<file path="src/rtl/pcs_pkg.sv">
package pcs_pkg;
    typedef enum logic [1:0] {
        SRC_SEQ   = 2'b00,
        SRC_JUMP  = 2'b01,
        SRC_STACK = 2'b10,
        SRC_HOLD  = 2'b11
    } pc_src_e;
endpackage

</file>
<file path="src/rtl/pcs_next_sel.sv">
module pcs_next_sel
    import pcs_pkg::*;
#(
    parameter int AW = 11
) (
    input  logic [1:0]    sel,
    input  logic [AW-1:0] cur,
    input  logic [AW-1:0] jump,
    input  logic [AW-1:0] top,
    output logic [AW-1:0] nxt
);
    always_comb begin
        unique case (pc_src_e'(sel))
            SRC_SEQ:   nxt = cur + AW'(1);
            SRC_JUMP:  nxt = jump;
            SRC_STACK: nxt = top;
            default:   nxt = cur;
        endcase
    end
endmodule

</file>
<file path="src/rtl/pcs_counter.sv">
module pcs_counter #(
    parameter int AW = 11
) (
    input  logic          clk,
    input  logic          rst_n,
    input  logic          load,
    input  logic          inc,
    input  logic [AW-1:0] nxt,
    output logic [AW-1:0] pc
);
    typedef struct packed {
        logic [AW-1:0] pc;
    } cnt_t;

    cnt_t st_d, st_q;

    always_comb begin
        st_d = st_q;
        if (load)
            st_d.pc = nxt;
        else if (inc)
            st_d.pc = st_q.pc + AW'(1);
    end

    always_ff @(posedge clk or negedge rst_n) begin
        if (!rst_n) st_q <= '0;
        else        st_q <= st_d;
    end

    assign pc = st_q.pc;


    hold_idle_chk: assert property (@(posedge clk) disable iff (!rst_n)
        (!load && !inc) |=> $stable(pc));


    step_one_chk: assert property (@(posedge clk) disable iff (!rst_n)
        (!load && inc) |=> pc == AW'($past(pc) + AW'(1)));
endmodule

</file>
<file path="src/rtl/pcs_ret_stack.sv">
module pcs_ret_stack #(
    parameter int AW    = 11,
    parameter int DEPTH = 8
) (
    input  logic          clk,
    input  logic          rst_n,
    input  logic          push,
    input  logic          pop,
    input  logic          wr,
    input  logic [AW-1:0] wdata,
    output logic [AW-1:0] top
);
    localparam int PW = (DEPTH > 1) ? $clog2(DEPTH) : 1;
    localparam logic [PW-1:0] LAST = PW'(DEPTH - 1);

    typedef struct packed {
        logic [DEPTH-1:0][AW-1:0] ent;
        logic [PW-1:0]            sp;
    } stk_t;

    stk_t st_d, st_q;
    logic [PW-1:0] tgt;

    function automatic logic [PW-1:0] ptr_up(input logic [PW-1:0] p);
        return (p == LAST) ? '0 : p + PW'(1);
    endfunction

    function automatic logic [PW-1:0] ptr_dn(input logic [PW-1:0] p);
        return (p == '0) ? LAST : p - PW'(1);
    endfunction

    always_comb begin
        if (push && !pop)      tgt = ptr_up(st_q.sp);
        else if (pop && !push) tgt = ptr_dn(st_q.sp);
        else                   tgt = st_q.sp;
        st_d    = st_q;
        st_d.sp = tgt;
        if (wr)
            st_d.ent[tgt] = wdata;
    end

    always_ff @(posedge clk or negedge rst_n) begin
        if (!rst_n) st_q <= '0;
        else        st_q <= st_d;
    end

    assign top = st_q.ent[st_q.sp];


    push_store_chk: assert property (@(posedge clk) disable iff (!rst_n)
        (push && !pop && wr) |=> top == $past(wdata));


    wr_inplace_chk: assert property (@(posedge clk) disable iff (!rst_n)
        (wr && (push == pop)) |=> top == $past(wdata));


    still_ptr_chk: assert property (@(posedge clk) disable iff (!rst_n)
        (push && pop && !wr) |=> $stable(top));
endmodule

</file>
<file path="src/rtl/prog_counter_unit.sv">
module prog_counter_unit
    import pcs_pkg::*;
#(
    parameter int AW    = 11,
    parameter int DEPTH = 8
) (
    input  logic          clk,
    input  logic          rst_n,
    input  logic          pc_load,
    input  logic          pc_inc,
    input  logic [1:0]    pc_src,
    input  logic [AW-1:0] jump_addr,
    input  logic          stk_push,
    input  logic          stk_pop,
    input  logic          stk_wr,
    output logic [AW-1:0] imem_addr,
    output logic [AW-1:0] stack_top
);
    logic [AW-1:0] pc_cur, pc_nxt, ret_addr, top_w;

    assign ret_addr = pc_cur + AW'(1);

    pcs_next_sel #(.AW(AW)) u_sel (
        .sel (pc_src),
        .cur (pc_cur),
        .jump(jump_addr),
        .top (top_w),
        .nxt (pc_nxt)
    );

    pcs_counter #(.AW(AW)) u_cnt (
        .clk  (clk),
        .rst_n(rst_n),
        .load (pc_load),
        .inc  (pc_inc),
        .nxt  (pc_nxt),
        .pc   (pc_cur)
    );

    pcs_ret_stack #(.AW(AW), .DEPTH(DEPTH)) u_stk (
        .clk  (clk),
        .rst_n(rst_n),
        .push (stk_push),
        .pop  (stk_pop),
        .wr   (stk_wr),
        .wdata(ret_addr),
        .top  (top_w)
    );

    assign imem_addr = pc_cur;
    assign stack_top = top_w;


    jump_load_chk: assert property (@(posedge clk) disable iff (!rst_n)
        (pc_load && pc_src == SRC_JUMP) |=> imem_addr == $past(jump_addr));


    ret_load_chk: assert property (@(posedge clk) disable iff (!rst_n)
        (pc_load && pc_src == SRC_STACK) |=> imem_addr == $past(stack_top));


    src_hold_chk: assert property (@(posedge clk) disable iff (!rst_n)
        (pc_load && pc_src == SRC_HOLD) |=> $stable(imem_addr));
endmodule

</file>
<file path="config.mk">
export PLATFORM = sky130hd
export DESIGN_NAME = prog_counter_unit
export DESIGN_NICKNAME = d
export VERILOG_FILES = /design/src/rtl/pcs_pkg.sv /design/src/rtl/pcs_next_sel.sv /design/src/rtl/pcs_counter.sv /design/src/rtl/pcs_ret_stack.sv /design/src/rtl/prog_counter_unit.sv
export SDC_FILE = /design/constraint.sdc
export NUM_CORES = 1
export LEC_CHECK = 0
export ABC_CLOCK_PERIOD_IN_PS = 3400
export BUFFER_PORTS_ARGS = -buffer_cell sky130_fd_sc_hd__buf_2
export CAP_MARGIN = 20
export CORE_MARGIN = 1
export CORE_UTILIZATION = 35
export DETAILED_ROUTE_END_ITERATION = 10
export PLACE_DENSITY = 0.49
export SLEW_MARGIN = 20
export SYNTH_ARGS = -nofsm -noshare
export SYNTH_HDL_FRONTEND = slang
export SYNTH_SLANG_ARGS = --single-unit
</file>
<file path="constraint.sdc">
create_clock -name clk -period 3.4 [get_ports clk]
set_clock_uncertainty 0.2 [all_clocks]
set_input_delay 0.17 -clock clk [delete_from_list [all_inputs] [get_ports clk]]
set_output_delay 0.17 -clock clk [all_outputs]
set_load 0.01 [all_outputs]
</file>
==> results of run 1 <==
-- placed cells by master, fill, tap and decap left out, types with 7 or more instances in the layout --
master / count
a221oi_1: 11
buf_2: 40
buf_4: 18
clkbuf_16: 9
dfrtp_1: 102
ha_1: 8
inv_1: 15
mux2_1: 12
mux2_2: 79
mux2i_1: 8
mux4_2: 22
nand2_1: 7
nor2_1: 16
nor3_1: 7
-- per-layer routing --
| layer | global-route usage, % | up-vias | share of wire, % |
|---|---|---|---|
| li1 | - | 1483 | - |
| met1 | 25.6 | 1702 | 46 |
| met2 | 30.5 | 51 | 48 |
| met3 | 5.07 | 12 | 4.4 |
| met4 | 4.97 | 0 | 1.6 |
| met5 | 0 | - | 0 |
-- cells by family (layout without fill, tap and decap cells) --
family                     Yosys count  count (layout)  share of synthesized area, %
AOI/OAI and AO/OA                   35              35                          5.49
xor gates and xnor gates             9               9                          1.53
adders and majority gates            8               8                          1.94
buffers and inverters               38              93                          3.55
DFF                                102             102                          49.6
muxes                              121             121                          31.1
and+or+nand+nor                     56              56                          6.83
-- area by class of cell --
class / count / share of cell area (%)
timing repair buffer: 63 / 6.68
inverter: 16 / 1.01
tap: 180 / 3.81
sequential: 102 / 43.1
clock inverter: 1 / 0.127
clock buffer: 13 / 4.23
multi-input combinational: 229 / 41.0
-- registers in the layout, summed over array words and instances (netlist names) --
register and count:
u_cnt.pc 11, u_stk.st_q 91
-- worst max path at each step --
stage          slack [ps]                         end
2_1_floorplan         490  u_stk.st_q[17]$_DFFE_PN0P_
3_3_place_gp          670     u_cnt.pc[2]$_DFFE_PN0P_
3_5_place_dp          640  u_stk.st_q[27]$_DFFE_PN0P_
4_1_cts               630  u_stk.st_q[32]$_DFFE_PN0P_
5_1_grt               500  u_stk.st_q[72]$_DFFE_PN0P_
6_report              630  u_stk.st_q[71]$_DFFE_PN0P_
-- power by group --
group | internal [uW] | total [uW] | leakage [uW] | switching, uW
clock network | 509 | 940 | 0.000122 | 431
logic | 1430 | 2810 | 0.00118 | 1370
registers | 1830 | 2200 | 0.00119 | 375
-- stage by stage --
step	total power [uW]	util (%)	hold slack [ps]	instance area [um2]	instances
floorplan	4140	-	-326	5150	369
global placement	5010	39.9	131	5620	586
detailed placement	5080	39.9	129	5620	586
CTS	6040	42.0	15.8	5920	604
global route	6380	42.0	63.1	5920	604
finish	5950	42.0	14.0	5920	604
-- critical path, cell delays in order, from the launching register on --
cell,delay (ps)
dfrtp_1,410
ha_1,220
ha_1,190
nor3b_1,200
a311o_1,490
nor4b_2,350
buf_4,240
mux2_2,340
==> results.md, run 1 <==
* Outcome: completed
* Die Y at 123 um
* CTS tree: built
* Yosys cell types at between 40 and 50
* Syn-to-layout area delta at 14.9%
* Maximum vdd drop at around 0.00046 V
* WL per Instance at roughly 22 um
* TritonCTS Sinks at between 100 and 150
* Worst setup SP type: flip-flop
* Final slew viol count at 0
* Vias per Instance at roughly 5.4
* Total grt overflow at 0
* Leading area contributor after synthesis: dfrtp_1
* Final period util at between 80 and 90%
* Cells after synthesis at ~370
* Area of the multi-input gates at about 2400 um2
* Worst-skew pair later-pin latency at ~350 ps
* Async SR Flop Fraction at 100%
* GRT Util Overall at a little under a fifth
* Synthesized flop and latch total at 102
* Fin. Hold Viols at 0
* Final WL at between 10000 and 15000 um
* Pleak at 0.00250 uW
* Synth area leaders: dfrtp_1 (50%), mux2_2 (17%), mux4_2 (9.6%), mux2_1 (2.6%), ha_1 (1.9%)
* H-tree Lvls at 3
* Root buf cell: clkbuf_16
* Worst Reg2Reg Path Length in Cells at 7
* Total number of vias at between 3000 and 4000
* Max Cap Viol at 0
* Arrival @ worst endpoint at between 2000 and 3000 ps
* Number of enable flip-flop cells after synthesis at 0
* Initial Util at between 30% and 40%
* Pre-CTS setup slack at between 600 and 700 ps
* CP endpoint kind: flip-flop
* Relative slew margins at roughly 36%
* Min Tclk post-route at between 2000 and 3000 ps
* Reg-to-reg slack, setup at 630 ps
* Yosys warnings at 0
* Worst-Margin Slew at between 900 and 1000 ps
* Hold Startpoint: jump_addr[0]
* Dpl hpwl at between 8000 and 9000 um
* Post-CTS Resized at 0
* Antenna viol nets, final at 0
* DIE AREA at 15200 um2
* Gpl congestion at approximately 0.77
* IO buf count at 41
* Hold endpoint: u_cnt.pc[0]$_DFFE_PN0P_
* Setup ws final at approximately 630 ps
* Power Density at 1010 nW/um2
* Post-CTS Hold Buffers at 4
* CP startpoint: u_stk.st_q[0]$_DFF_PN0_
* Clock transition at path regs at about 70 ps
* Fmax at about 0.36 GHz
* Largest net degree at the start of global routing at 63
* FF/Latch Area at between 2000 and 3000 um2
* Setup TNS at 0 ps
* R2R Path End: u_stk.st_q[71]$_DFFE_PN0P_
* First-pass DRT Iterations at 4
* Worst Hold Depth at 3
* # fillers at between 1000 and 1500
* CP Max Fanout at 9
* Seq/Total Area, Yosys at approximately half
* CTS Buffer Depth at 2
* DRC violations left at 0
* Mean post-synth cell area at around 14 um2
* Layout cell share with drive strength beyond 1 at between 40 and 50%
* 1st-iter DRT viols at 152
* HP Class: input port to flip-flop
* Initial antenna violation count at 0
* First-pass GRT wire length at ~21000 um
* Vias in the first global route at roughly 3400
* Layout net count at roughly 450
* Most frequent cells after synthesis: dfrtp_1 (102), mux2_2 (79), mux4_2 (22)
* Net Count, Synth at 397
* Worst r2r src: u_stk.st_q[0]$_DFF_PN0_
* # rows at between 40 and 50
* IO Count at 42
* Count leader, synth: dfrtp_1
* Critical path data required time at roughly 3400 ps
* Final setup viols at 0
* RSZ-0062 raised after global routing: false
* Total CTS buffers at 9
* Setup Crit Path Kind: flip-flop to flip-flop
* Predominant post-synthesis flop cell: dfrtp_1
* CORE AREA at 14100 um2
* Cell area after synthesis at 5150 um2
* Share of the synthesized area in the top cell type at about half
* Ant diodes at 0
* Setup Fix Bufs, Post-CTS at 0
* Die width at between 100 and 150 um
Power figures use the tool's default switching activity.
==> run 2: changes to the inputs <==
ABC_CLOCK_PERIOD_IN_PS = 2850   (was 3400)
clock period = 2.85 ns   (was 3.4 ns; I/O delays follow)
==> results.md, run 2 (same netlist as run 1, synthesis figures left out) <==
* WL per Instance at 20.9 um (-3.5%)
* Buf+Inv Stages, Crit Path at 2 (+1)
* Commonest cells after routing, fill and taps aside: dfrtp_1 (102), mux2_2 (79), buf_2 (40), buf_4 (27), mux4_2 (22)
* Top reg by flops: u_stk.st_q
* Setup Fix Bufs, Post-CTS at 0 (unchanged)
* Crit-path cells: ha_1 > ha_1 > mux2_2 > nand2_1 > o31a_2 > inv_2 > nor4_2 > buf_4 > mux2_2
* Total grt overflow at 0 (unchanged)
* DIE AREA at 15200 um2 (unchanged)
* Largest net degree at the start of global routing at 58 (-7.9%)
* CORE AREA at 14100 um2 (unchanged)
* Final period util at 95.0% (+14 points)
* Max Cap Viol at 0 (unchanged)
* Maximum vdd drop at 0.000479 V (+3.2%)
* Worst-Margin Slew at 840 ps (-112 ps)
* TritonCTS Sinks at 102 (unchanged)
* Antenna viol nets, final at 0 (unchanged)
* Min Tclk post-route at 2710 ps (-62.1 ps)
* Die Y at 123 um (unchanged)
* IO buf count at 41 (unchanged)
* Setup TNS at 0 ps (unchanged)
* Fin. Hold Viols at 0 (unchanged)
* Worst setup SP type: flip-flop
* RSZ-0062 raised after global routing: false
* Arrival @ worst endpoint at 2740 ps (-60 ps)
* Dpl hpwl at 8940 um (-0.34%)
* Worst Reg2Reg Path Length in Cells at 9 (+2)
* DRC violations left at 0 (unchanged)
* IO Count at 42 (unchanged)
* Clock transition at path regs at 60 ps (about the same)
* Post-Place Cells at 595 (+1.5%)
* Final cell count without fillers at 616 (+2.0%)
* Final setup viols at 0 (unchanged)
* # rows at 43 (unchanged)
* Layout net count at 461 (+2.7%)
* WP depth at 9 (+2)
* Worst r2r src: u_stk.st_q[0]$_DFF_PN0_
* Vias in the first global route at 3456 (+0.52%)
* Slowest-stage cell, CP: dfrtp_1
* Worst path top cell family by delay: multiplexers
* Critical path data required time at 2880 ps (-550 ps)
* Power Density at 1180 nW/um2 (+18%)
* HP Class: input port to flip-flop
* Fmax at 0.369 GHz (+2.3%)
* Worst-skew pair later-pin latency at 350 ps (about the same)
* Gpl congestion at 0.776 (+1.3%)
* H-tree Lvls at 3 (unchanged)
* CP startpoint: u_stk.st_q[0]$_DFF_PN0_
* Ant diodes at 0 (unchanged)
* Total number of vias at 3320 (+2.2%)
* CTS Buffer Depth at 2 (unchanged)
* Reg-to-reg slack, setup at 140 ps (-490 ps)
* First-pass GRT wire length at 20500 um (-0.44%)
* # fillers at 1310 (-4.2%)
* Setup Crit Path Kind: flip-flop to flip-flop
* Initial Util at 36.5% (unchanged)
* Total CTS buffers at 9 (unchanged)
* Critical Path End: u_stk.st_q[11]$_DFFE_PN0P_
* Final slew viol count at 0 (unchanged)
* Root buf cell: clkbuf_16
* CTS tree: built
* R2R Path End: u_stk.st_q[11]$_DFFE_PN0P_
* CP Max Fanout at 11 (+2)
* Syn-to-layout area delta at 16.8%
* Vias per Instance at 5.39 (+0.23%)
* CP peak stage delay at 410 ps (-80 ps)
* Pleak at 0.00255 uW (+2.3%)
* Outcome: completed
* First-pass DRT Iterations at 4 (unchanged)
* CP endpoint kind: flip-flop
* GRT Util Overall at 18.9% (-0.12 points)
* Layout cell share with drive strength beyond 1 at 43.8% (+0.88 points)
* Final WL at 12900 um (-1.5%)
* Largest register FFs at 91 (unchanged)
* Initial antenna violation count at 0 (unchanged)
* 1st-iter DRT viols at 150 (-1.3%)
* Die width at 123 um (unchanged)
* Leading cell type in the layout, fill and taps excluded: dfrtp_1
* Relative slew margins at 43.6% (+7.5 points)
run 2: cell types whose count changed in the layout (fill, tap and decap cells not counted):
cell / before / now
nor4_4: 1 / 0
o31ai_4: 0 / 1
buf_4: 18 / 27
dlygate4sd3_1: 4 / 7
o31ai_2: 1 / 0
nor4_2: 1 / 2
run 2: worst register-to-register path, delay by kind of cell, from the launching register on:
kind	cells	cell delay (ps)
multiplexers	2	610
adder cells (fa/ha/maj)	2	470
flip-flops	1	410
buffers and inverters	2	390
AO/OA/AOI/OAI	1	230
AND/OR/NAND/NOR	2	280
run 2: final cells by class:
cell class / count / area, um2 / area share, %
Clock buffer: 13 / 250 / 4.16
Multi-Input combinational cell: 229 / 2430 / 40.3
Clock inverter: 1 / 7.51 / 0.125
Inverter: 16 / 60.1 / 0.998
Timing Repair Buffer: 75 / 493 / 8.19
Sequential cell: 102 / 2550 / 42.4
Tap cell: 180 / 225 / 3.74
run 2: worst min-delay path by stage:
stage	start	endpoint	slack (ps)	depth (start not counted)
2_1_floorplan	rst_n	u_cnt.pc[0]$_DFFE_PN0P_	-350	0
3_3_place_gp	rst_n	u_stk.st_q[73]$_DFFE_PN0P_	60	1
3_5_place_dp	rst_n	u_stk.st_q[73]$_DFFE_PN0P_	70	1
4_1_cts	jump_addr[0]	u_cnt.pc[0]$_DFFE_PN0P_	20	3
5_1_grt	jump_addr[9]	u_cnt.pc[9]$_DFFE_PN0P_	60	3
6_report	jump_addr[0]	u_cnt.pc[0]$_DFFE_PN0P_	20	3
run 2: per-layer routing:
| metal | track usage [%] | vias up | wire length, um |
|---|---|---|---|
| met3 | 4.52 | 6 | 507 |
| li1 | - | 1509 | - |
| met2 | 29.9 | 61 | 6220 |
| met1 | 26.3 | 1744 | 6050 |
| met5 | 0 | - | 0 |
| met4 | 4.44 | 0 | 77 |
run 2: per-stage QoR:
stage | util (%) | total power (uW) | worst slack, ps | instance area [um2] | hold slack (ps)
after floorplan | - | 4940 | 52.6 | 5150 | -353
after global placement | 40.3 | 5980 | 162 | 5680 | 64.8
after detailed placement | 40.3 | 6040 | 144 | 5680 | 68.8
after CTS | 42.6 | 7200 | 125 | 6010 | 17.2
after global routing | 42.7 | 7630 | 28.1 | 6020 | 58.8
final | 42.7 | 7110 | 142 | 6020 | 23.4
run 2: what timing repair did:
item | CTS | global route
resized for setup | 0 | 0
hold endpoints to repair | 62 | 0
hold buffers | 7 | 0
run 2: where the power goes:
group          total (uW)  internal [uW]  switching, uW
Combinational        3370           1760           1610
Clock                1130            608            519
Sequential           2620           2180            437
